<file path="src/rtl/eth_txmon_pkg.sv">
package eth_txmon_pkg;
  localparam int STAT_W = 32;

  localparam int B_EXCOL = 0;
  localparam int B_UNDR  = 1;
  localparam int B_DEFER = 2;
  localparam int B_NOCRS = 3;
  localparam int B_LATE  = 4;
  localparam int B_PAR   = 5;
  localparam int B_DONE  = 6;
  localparam int B_CTRL  = 16;
  localparam int B_NOOWN = 17;
  localparam int B_BUFE  = 18;

  localparam logic [STAT_W-1:0] VALID_MASK = 32'h0007_007F;

  // per-cycle outcome of the attempt tracker
  typedef struct packed {
    logic excol;
    logic undr;
    logic nocrs;
    logic late;
    logic done;
    logic retry;
  } frame_ev_t;
endpackage

</file>
<file path="src/rtl/eth_txmon_frame.sv">
module eth_txmon_frame
  import eth_txmon_pkg::*;
#(
  parameter int LATE_BITS = 512,
  parameter int MAX_COLL  = 16
) (
  input  logic      clk,
  input  logic      rst,
  input  logic      tx_en,
  input  logic      col,
  input  logic      crs,
  input  logic      fifo_empty,
  output frame_ev_t ev,
  output logic      frame_abort
);
  localparam int BCW = $clog2(LATE_BITS) + 1;
  localparam int CCW = $clog2(MAX_COLL + 1);
  localparam logic [BCW-1:0] LATE_V = BCW'(LATE_BITS);
  localparam logic [CCW-1:0] LAST_C = CCW'(MAX_COLL - 1);

  logic           tx_d;
  logic [BCW-1:0] bit_cnt;
  logic [CCW-1:0] coll_cnt;
  logic           att_col;
  logic           aborted;
  logic           crs_seen;

  logic active, col_hit, first_col, hit_max, fall;

  always_comb begin
    active    = tx_en && !aborted;
    col_hit   = active && col;
    first_col = col_hit && !att_col;
    hit_max   = first_col && (coll_cnt == LAST_C);
    fall      = tx_d && !tx_en;

    ev.excol = hit_max;
    ev.undr  = active && fifo_empty;
    ev.late  = col_hit && (bit_cnt >= LATE_V);
    ev.nocrs = fall && !crs_seen;
    ev.done  = hit_max || (fall && !aborted && !att_col);
    ev.retry = fall && !aborted && att_col;
  end

  always_ff @(posedge clk) begin
    if (rst) begin
      tx_d        <= 1'b0;
      bit_cnt     <= '0;
      coll_cnt    <= '0;
      att_col     <= 1'b0;
      aborted     <= 1'b0;
      crs_seen    <= 1'b0;
      frame_abort <= 1'b0;
    end else begin
      tx_d        <= tx_en;
      frame_abort <= hit_max;

      if (!tx_en)                bit_cnt <= '0;
      else if (bit_cnt < LATE_V) bit_cnt <= bit_cnt + 1'b1;

      if (!tx_en)         att_col <= 1'b0;
      else if (first_col) att_col <= 1'b1;

      if (!tx_en)       aborted <= 1'b0;
      else if (hit_max) aborted <= 1'b1;

      if (!tx_en)   crs_seen <= 1'b0;
      else if (crs) crs_seen <= 1'b1;

      if (ev.done)        coll_cnt <= '0;
      else if (first_col) coll_cnt <= coll_cnt + 1'b1;
    end
  end


  coll_cap_chk: assert property (@(posedge clk) disable iff (rst)
    coll_cnt < CCW'(MAX_COLL));


  abort_pulse_chk: assert property (@(posedge clk) disable iff (rst)
    frame_abort |=> !frame_abort);
endmodule

</file>
<file path="src/rtl/eth_txmon_defer.sv">
module eth_txmon_defer #(
  parameter int LIMIT = 24284
) (
  input  logic clk,
  input  logic rst,
  input  logic tx_en,
  input  logic arm,
  output logic defer_ev
);
  localparam int DW = $clog2(LIMIT);
  localparam logic [DW-1:0] LAST_D = DW'(LIMIT - 1);

  logic          pend;
  logic [DW-1:0] dcnt;

  assign defer_ev = pend && !tx_en && (dcnt == LAST_D);

  always_ff @(posedge clk) begin
    if (rst) begin
      pend <= 1'b0;
      dcnt <= '0;
    end else if (tx_en) begin
      pend <= 1'b0;
      dcnt <= '0;
    end else if (arm) begin
      pend <= 1'b1;
      dcnt <= DW'(1);
    end else if (defer_ev) begin
      pend <= 1'b0;
      dcnt <= '0;
    end else if (pend) begin
      dcnt <= dcnt + 1'b1;
    end
  end


  dcnt_cap_chk: assert property (@(posedge clk) disable iff (rst)
    dcnt <= LAST_D);


  defer_once_chk: assert property (@(posedge clk) disable iff (rst)
    defer_ev |=> !defer_ev);
endmodule

</file>
<file path="src/rtl/eth_txmon_stsreg.sv">
module eth_txmon_stsreg
  import eth_txmon_pkg::*;
(
  input  logic              clk,
  input  logic              rst,
  input  logic [STAT_W-1:0] set_vec,
  input  logic              cpu_wr,
  input  logic [STAT_W-1:0] cpu_wdata,
  input  logic [STAT_W-1:0] irq_en,
  output logic [STAT_W-1:0] status,
  output logic              irq
);
  logic [STAT_W-1:0] clr, nxt;

  always_comb begin
    clr = cpu_wr ? cpu_wdata : '0;
    nxt = ((status & ~clr) | set_vec) & VALID_MASK;
  end

  always_ff @(posedge clk) begin
    if (rst) begin
      status <= '0;
      irq    <= 1'b0;
    end else begin
      status <= nxt;
      irq    <= |(nxt & irq_en);
    end
  end


  set_wins_chk: assert property (@(posedge clk) disable iff (rst)
    (set_vec != '0) |=> ((status & $past(set_vec & VALID_MASK)) == $past(set_vec & VALID_MASK)));


  w1c_chk: assert property (@(posedge clk) disable iff (rst)
    cpu_wr |=> ((status & $past(cpu_wdata & ~set_vec)) == '0));


  irq_follow_chk: assert property (@(posedge clk) disable iff (rst)
    irq == |(status & $past(irq_en)));
endmodule

</file>
<file path="src/rtl/eth_tx_status_mon.sv">
module eth_tx_status_mon
  import eth_txmon_pkg::*;
#(
  parameter int LATE_BITS   = 512,
  parameter int MAX_COLL    = 16,
  parameter int DEFER_LIMIT = 24284
) (
  input  logic        clk,
  input  logic        rst,
  input  logic        tx_en,
  input  logic        col,
  input  logic        crs,
  input  logic        fifo_empty,
  input  logic        fifo_par_err,
  input  logic        ctrl_sent,
  input  logic        dma_not_owner,
  input  logic        dma_buf_empty,
  input  logic        cpu_wr,
  input  logic [31:0] cpu_wdata,
  input  logic [31:0] irq_en,
  output logic [31:0] cpu_rdata,
  output logic        frame_abort,
  output logic        irq
);
  frame_ev_t         ev;
  logic              defer_ev;
  logic [STAT_W-1:0] set_vec;

  eth_txmon_frame #(
    .LATE_BITS (LATE_BITS),
    .MAX_COLL  (MAX_COLL)
  ) u_frame (
    .clk         (clk),
    .rst         (rst),
    .tx_en       (tx_en),
    .col         (col),
    .crs         (crs),
    .fifo_empty  (fifo_empty),
    .ev          (ev),
    .frame_abort (frame_abort)
  );

  eth_txmon_defer #(
    .LIMIT (DEFER_LIMIT)
  ) u_defer (
    .clk      (clk),
    .rst      (rst),
    .tx_en    (tx_en),
    .arm      (ev.retry),
    .defer_ev (defer_ev)
  );

  always_comb begin
    set_vec          = '0;
    set_vec[B_EXCOL] = ev.excol;
    set_vec[B_UNDR]  = ev.undr;
    set_vec[B_DEFER] = defer_ev;
    set_vec[B_NOCRS] = ev.nocrs;
    set_vec[B_LATE]  = ev.late;
    set_vec[B_PAR]   = fifo_par_err;
    set_vec[B_DONE]  = ev.done;
    set_vec[B_CTRL]  = ctrl_sent;
    set_vec[B_NOOWN] = dma_not_owner;
    set_vec[B_BUFE]  = dma_buf_empty;
  end

  eth_txmon_stsreg u_sts (
    .clk       (clk),
    .rst       (rst),
    .set_vec   (set_vec),
    .cpu_wr    (cpu_wr),
    .cpu_wdata (cpu_wdata),
    .irq_en    (irq_en),
    .status    (cpu_rdata),
    .irq       (irq)
  );


  abort_flags_chk: assert property (@(posedge clk) disable iff (rst)
    frame_abort |-> (cpu_rdata[B_EXCOL] && cpu_rdata[B_DONE]));
endmodule

</file>
<file path="config.mk">
export PLATFORM = sky130hd
export DESIGN_NAME = eth_tx_status_mon
export DESIGN_NICKNAME = d
export VERILOG_FILES = /design/src/rtl/eth_txmon_pkg.sv /design/src/rtl/eth_txmon_frame.sv /design/src/rtl/eth_txmon_defer.sv /design/src/rtl/eth_txmon_stsreg.sv /design/src/rtl/eth_tx_status_mon.sv
export SDC_FILE = /design/constraint.sdc
export NUM_CORES = 1
export LEC_CHECK = 0
export ABC_CLOCK_PERIOD_IN_PS = 2200
export BUFFER_PORTS_ARGS = -buffer_cell sky130_fd_sc_hd__buf_2
export CAP_MARGIN = 40
export CORE_AREA = 2 2 53 104
export DETAILED_ROUTE_END_ITERATION = 8
export DIE_AREA = 0 0 55 106
export GPL_TIMING_DRIVEN = 0
export PLACE_DENSITY = 0.87
export SKIP_LAST_GASP = 1
export SLEW_MARGIN = 25
export SYNTH_ARGS = -nofsm -noshare
export SYNTH_HDL_FRONTEND = slang
export SYNTH_SLANG_ARGS = --single-unit
</file>
<file path="constraint.sdc">
create_clock -name clk -period 2.2 [get_ports clk]
set_input_delay 0 -clock clk [delete_from_list [all_inputs] [get_ports clk]]
set_output_delay 0 -clock clk [all_outputs]
set_load 0.02 [all_outputs]
</file>
* Word level (Yosys, flattened, before mapping)
Cells that the tools add are included.
Operators by class: bitwise logic cells 5, muxes and demuxes 6, reductions and logical operators 25, add/sub/neg operators 3, eq/ne operators 2, $lt $le $gt $ge 2
Operator list (count):
- $and 19x32->32 | 1
- $reduce_or 32->1 | 1
- $and 19x19->19 | 1
- $mux 19 | 1
- $not 19->19 | 1
- $or 19x19->19 | 1
- $add 15x1->15 const B | 1
- $eq 15x15->1 const B | 1
- $logic_and 1x1->1 | 13
- $add 10x1->10 const B | 1
- $ge 10x10->1 const B | 1
- $lt 10x10->1 const B | 1
- $reduce_or 2->1 | 3
- $add 5x1->5 const B | 1
- $eq 5x4->1 const B | 1
- $mux 1 | 5
- $logic_not 1->1 | 4
- $reduce_or 4->1 | 1
- $reduce_bool 3->1 | 1
- $reduce_bool 2->1 | 1
- $logic_or 1x1->1 | 1
- $not 1->1 | 1
Storage, ports and cells: output and inout port bits 34, bits in registers 47

* Longest topological paths before layout
depth in word-level cells 9, depth in mapped cells 7, mapped depth without buffers 7

* By module
From an unflattened synthesis, not the netlist that was laid out.
Second synthesis, totals: cells, all modules 264, area, all modules 2326.0 um^2
Modules (own cells, without submodules):
- eth_txmon_frame | cells each 98, area an instance 918.4 um^2, times used 1
- eth_txmon_defer | cells each 85, area an instance 759.5 um^2, times used 1
- eth_txmon_stsreg | cells each 80, area an instance 644.4 um^2, times used 1
- eth_tx_status_mon | cells each 1, area an instance 3.8 um^2, times used 1

* Least setup slack after synthesis
OpenSTA, ideal clock, no wires.
path type register to register, start point reg u_frame.coll_cnt[0], end point reg u_sts.irq, setup time 0.143 ns, arrival 1.794 ns, required time 2.057 ns, cell stages (with the launch flop) 8, path slack 0.263 ns, path through dfxtp_1 -> ha_1 -> and3_1 -> ha_1 -> and3_1 -> a221o_1 -> a222oi_1 -> a41oi_1
Between the ends: word-level cells in the longest chain between the ends 6
Ends and longest elaborated chain:
- from (decl) | RTL line eth_txmon_frame.sv:23 | logic [CCW-1:0] coll_cnt;
- from (signal assigned) | RTL line eth_txmon_frame.sv:71 | else if (first_col) coll_cnt <= coll_cnt + 1'b1;
- $eq 5x4->1 * | RTL line eth_txmon_frame.sv:34 | hit_max = first_col && (coll_cnt == LAST_C);
- $logic_and 1x1->1 * | RTL line eth_txmon_frame.sv:34
- $logic_or 1x1->1 | RTL line eth_txmon_frame.sv:41 | ev.done = hit_max || (fall && !aborted && !att_col);
- $or 19x19->19 * | RTL line eth_txmon_stsreg.sv:17 | nxt = ((status & ~clr) | set_vec) & VALID_MASK;
- $and 19x32->32 * | RTL line eth_txmon_stsreg.sv:26 | irq <= |(nxt & irq_en);
- $reduce_or 32->1 * | RTL line eth_txmon_stsreg.sv:26
- to (signal assigned) | RTL line eth_txmon_stsreg.sv:26
- to (decl) | RTL line eth_txmon_stsreg.sv:11 | output logic irq
Every way passes the cells marked *; elsewhere a longest branch is shown, timed or not. A chain may end at the register's enable or synchronous reset.

* Worst setup path in the final report
Same ends and word-level chain as after synthesis.

==> impl_metrics.env <==
export IMPL_nets=408
export IMPL_crit_chain="ha_2, and3_1, ha_1, and3_4, a221o_1, a222oi_1, a41oi_1"
export IMPL_first_pass_iters=4
export IMPL_powerDensity_mw_per_mm2=572
export IMPL_syn_area_mm2=0.00223
export IMPL_crit_required_ns=2.36
export IMPL_outcome="complete, no violations"
export IMPL_wl_um=4780
export IMPL_slowest_delay_ns=0.36
export IMPL_postCtsSetupBuffers=0
export IMPL_top_layer_used="met4"
export IMPL_arrival_ns=2.21
export IMPL_die_area_mm2=0.00583
export IMPL_ctsLongestPathBuffers=2
export IMPL_diodes=0
export IMPL_grt_first_pass_wirelength_um=7770
export IMPL_synth_cells=256
export IMPL_critPathSlowestCell="a221o_1"
export IMPL_dieHeight_um=106
export IMPL_antenna_left=0
export IMPL_cts_buffers=5
export IMPL_finalCritPeriodShare_pct=93.1
export IMPL_syn_area_per_cell_um2=8.71
export IMPL_power_leakage_uw=0.00117
export IMPL_hp_class="primary input to register"
export IMPL_synth_edf_count=0
export IMPL_critical_path_top_delay_family="compound AO/OA/AOI/OAI gates"
export IMPL_path_buf_inv=0
export IMPL_wire_per_inst_um=12.4
export IMPL_drtIter0Drc=58
export IMPL_cap_violations=0
export IMPL_nFillCells=464
export IMPL_cts_htree_levels=2
export IMPL_fin_tns_setup_ns=0
export IMPL_wl_met2_um=2740
export IMPL_synth_main_ff_cell="dfxtp_1"
export IMPL_vdd_drop_max_uv=702
export IMPL_wl_met1_um=1660
export IMPL_vias=1943
export IMPL_yosysSeqAreaShare_pct=42.2
export IMPL_drv_slew=0
export IMPL_clkTransAtPathRegs_ns=0.08
export IMPL_dieWidth_um=55
export IMPL_cts_tree="yes"
export IMPL_coreArea_mm2=0.00509
export IMPL_final_common_cell="dfxtp_1"
export IMPL_start_util_pct=43.8
export IMPL_period_minus_slack_ns=2.05
export IMPL_rows=37
export IMPL_fmax_mhz=488
export IMPL_met3_length_um=221
export IMPL_async_reset_ff_share_pct=0
export IMPL_grt_pass1_vias=1939
export IMPL_overflow=0
export IMPL_crit_type="register to register"
export IMPL_cts_sinks=47
export IMPL_layout_common_cells="45 x dfxtp_1, 40 x nor2_1, 40 x buf_2, 23 x buf_4"
export IMPL_ys_warn_count=0
export IMPL_critPathLaunchType="register"
export IMPL_cts_root_buf="clkbuf_8"
export IMPL_hpwl_um=3640
export IMPL_holdWs_ns=0.00230
export IMPL_synth_cell_types=42
export IMPL_grt_usage_pct=17.5
export IMPL_end_kind="register"
export IMPL_grt_setup_unrepaired="false"
export IMPL_ys_ff_latch=47
export IMPL_vias_per_cell=5.05
export IMPL_drive_above_1_share_pct=23.5
export IMPL_port_buffers=40
export IMPL_boundaryPins=109
export IMPL_setup_viol=0
export IMPL_clock_latency_ns=0.30
export IMPL_gp_congestion=0.763
export IMPL_antenna_found_initial=0
export IMPL_grt_start_max_net_pins=14
export IMPL_critPathMaxFanout=4
export IMPL_skew_ns=0.00811
export IMPL_final_util_pct=53.2
export IMPL_drcViolationCount=0
export IMPL_hold_viol=0
export IMPL_area_delta_synth_final_pct=21.4
==> through the flow <==
| step | setup WS, ns | cells | instance area, µm² | total power [µW] |
|---|---|---|---|---|
| after floorplan | 0.263 | 277 | 2310 | 1030 |
| after global placement | 0.0846 | 375 | 2580 | 1080 |
| after detailed placement | 0.0908 | 375 | 2580 | 1080 |
| after CTS | 0.0803 | 385 | 2700 | 1560 |
| after global routing | 0.0111 | 385 | 2710 | 1610 |
| final | 0.152 | 385 | 2710 | 1550 |
==> logic make-up (layout without fill, tap and decap cells) <==
group	count (synthesis)	count (layout)	synth area share [%]
fa+ha+maj	5	5	2.81
mux	3	3	1.35
simple gates	108	108	25.4
flops	47	47	42.2
compound gates	35	35	10.4
xor+xnor	19	19	7.46
other cells	1	22	0.168
buf+inv	38	88	10.3
==> per-layer routing <==
layer  vias to the layer above  GRT usage (%)
met5                         -              0
li1                        972              -
met2                        63           31.6
met4                         0           9.23
met1                       894           17.1
met3                        14           3.65
==> flip-flops by register name, indices dropped and copies added, names as in the netlist <==
| register | count |
|---|---|
| u_defer.dcnt | 15 |
| u_defer.pend | 1 |
| u_frame.aborted | 1 |
| u_frame.att_col | 1 |
| u_frame.bit_cnt | 10 |
| u_frame.coll_cnt | 5 |
| u_frame.crs_seen | 1 |
| u_frame.frame_abort | 1 |
| u_frame.tx_d | 1 |
| u_sts.irq | 1 |
| u_sts.status | 10 |
==> worst register-to-register path, stage by stage (launching register included) <==
cell and delay, ns:
dfxtp_2 0.34, ha_2 0.19, and3_1 0.18, ha_1 0.19
and3_4 0.20, a221o_1 0.36, a222oi_1 0.31, a41oi_1 0.16
==> final timing paths <==
path / start / to / slack (ns) / depth (start not counted)
worst max-delay path: u_frame.coll_cnt[0] / u_sts.irq / 0.15 / 7
worst min-delay path: fifo_empty / u_sts.status[1] / 0.002 / 3
worst min register to register: u_frame.crs_seen / u_frame.crs_seen / 0.48 / 2
worst max register to register: u_frame.coll_cnt[0] / u_sts.irq / 0.15 / 7
==> cells in the mapped netlist (2+ instances only) <==
cell / instances / area (µm²)
and3b_1: 2 / 17.5
a21oi_1: 8 / 40.0
and3_1: 4 / 25.0
dfxtp_1: 47 / 941
clkbuf_1: 8 / 30.0
nand3_1: 2 / 10.0
a21boi_0: 4 / 30.0
a21o_1: 2 / 15.0
mux2i_1: 3 / 30.0
nand4_1: 6 / 37.5
a22o_1: 2 / 17.5
nor4b_1: 2 / 17.5
xor2_1: 15 / 131
inv_1: 7 / 26.3
nand2_1: 22 / 82.6
ha_1: 5 / 62.6
or3_1: 5 / 31.3
o21ai_0: 10 / 50.1
xnor2_1: 4 / 35.0
nor2b_1: 8 / 50.1
nor2_1: 40 / 150
a41oi_1: 2 / 17.5
buf_4: 23 / 173
nand2b_1: 3 / 18.8
and4_1: 5 / 43.8
==> report_power, final <==
group	switching, µW	internal (µW)	leakage (µW)
clock	267	211	0.0000361
combinational	107	84.2	0.000755
sequential	11.8	868	0.000383
total	387	1160	0.00117
==> cell type report <==
type,instances,area (µm²),share of cell area [%]
plain buffers,31,203,7.49
clock buffers,5,68.8,2.54
clock inverters,1,7.51,0.277
inverters,7,26.3,0.970
multi-input cells,192,1150,42.3
flip-flops and latches,47,943,34.8
well taps,58,72.6,2.68
repair buffers,44,240,8.87
==> repair_timing <==
| action | in CTS | in global routing |
|---|---|---|
| hold buffers | 4 | 0 |
| setup endpoints to repair | 0 | 1 |
| resized for setup | 0 | 5 |
| hold endpoints to repair | 5 | 0 |
No activity file was read; power rests on OpenSTA's default activity.
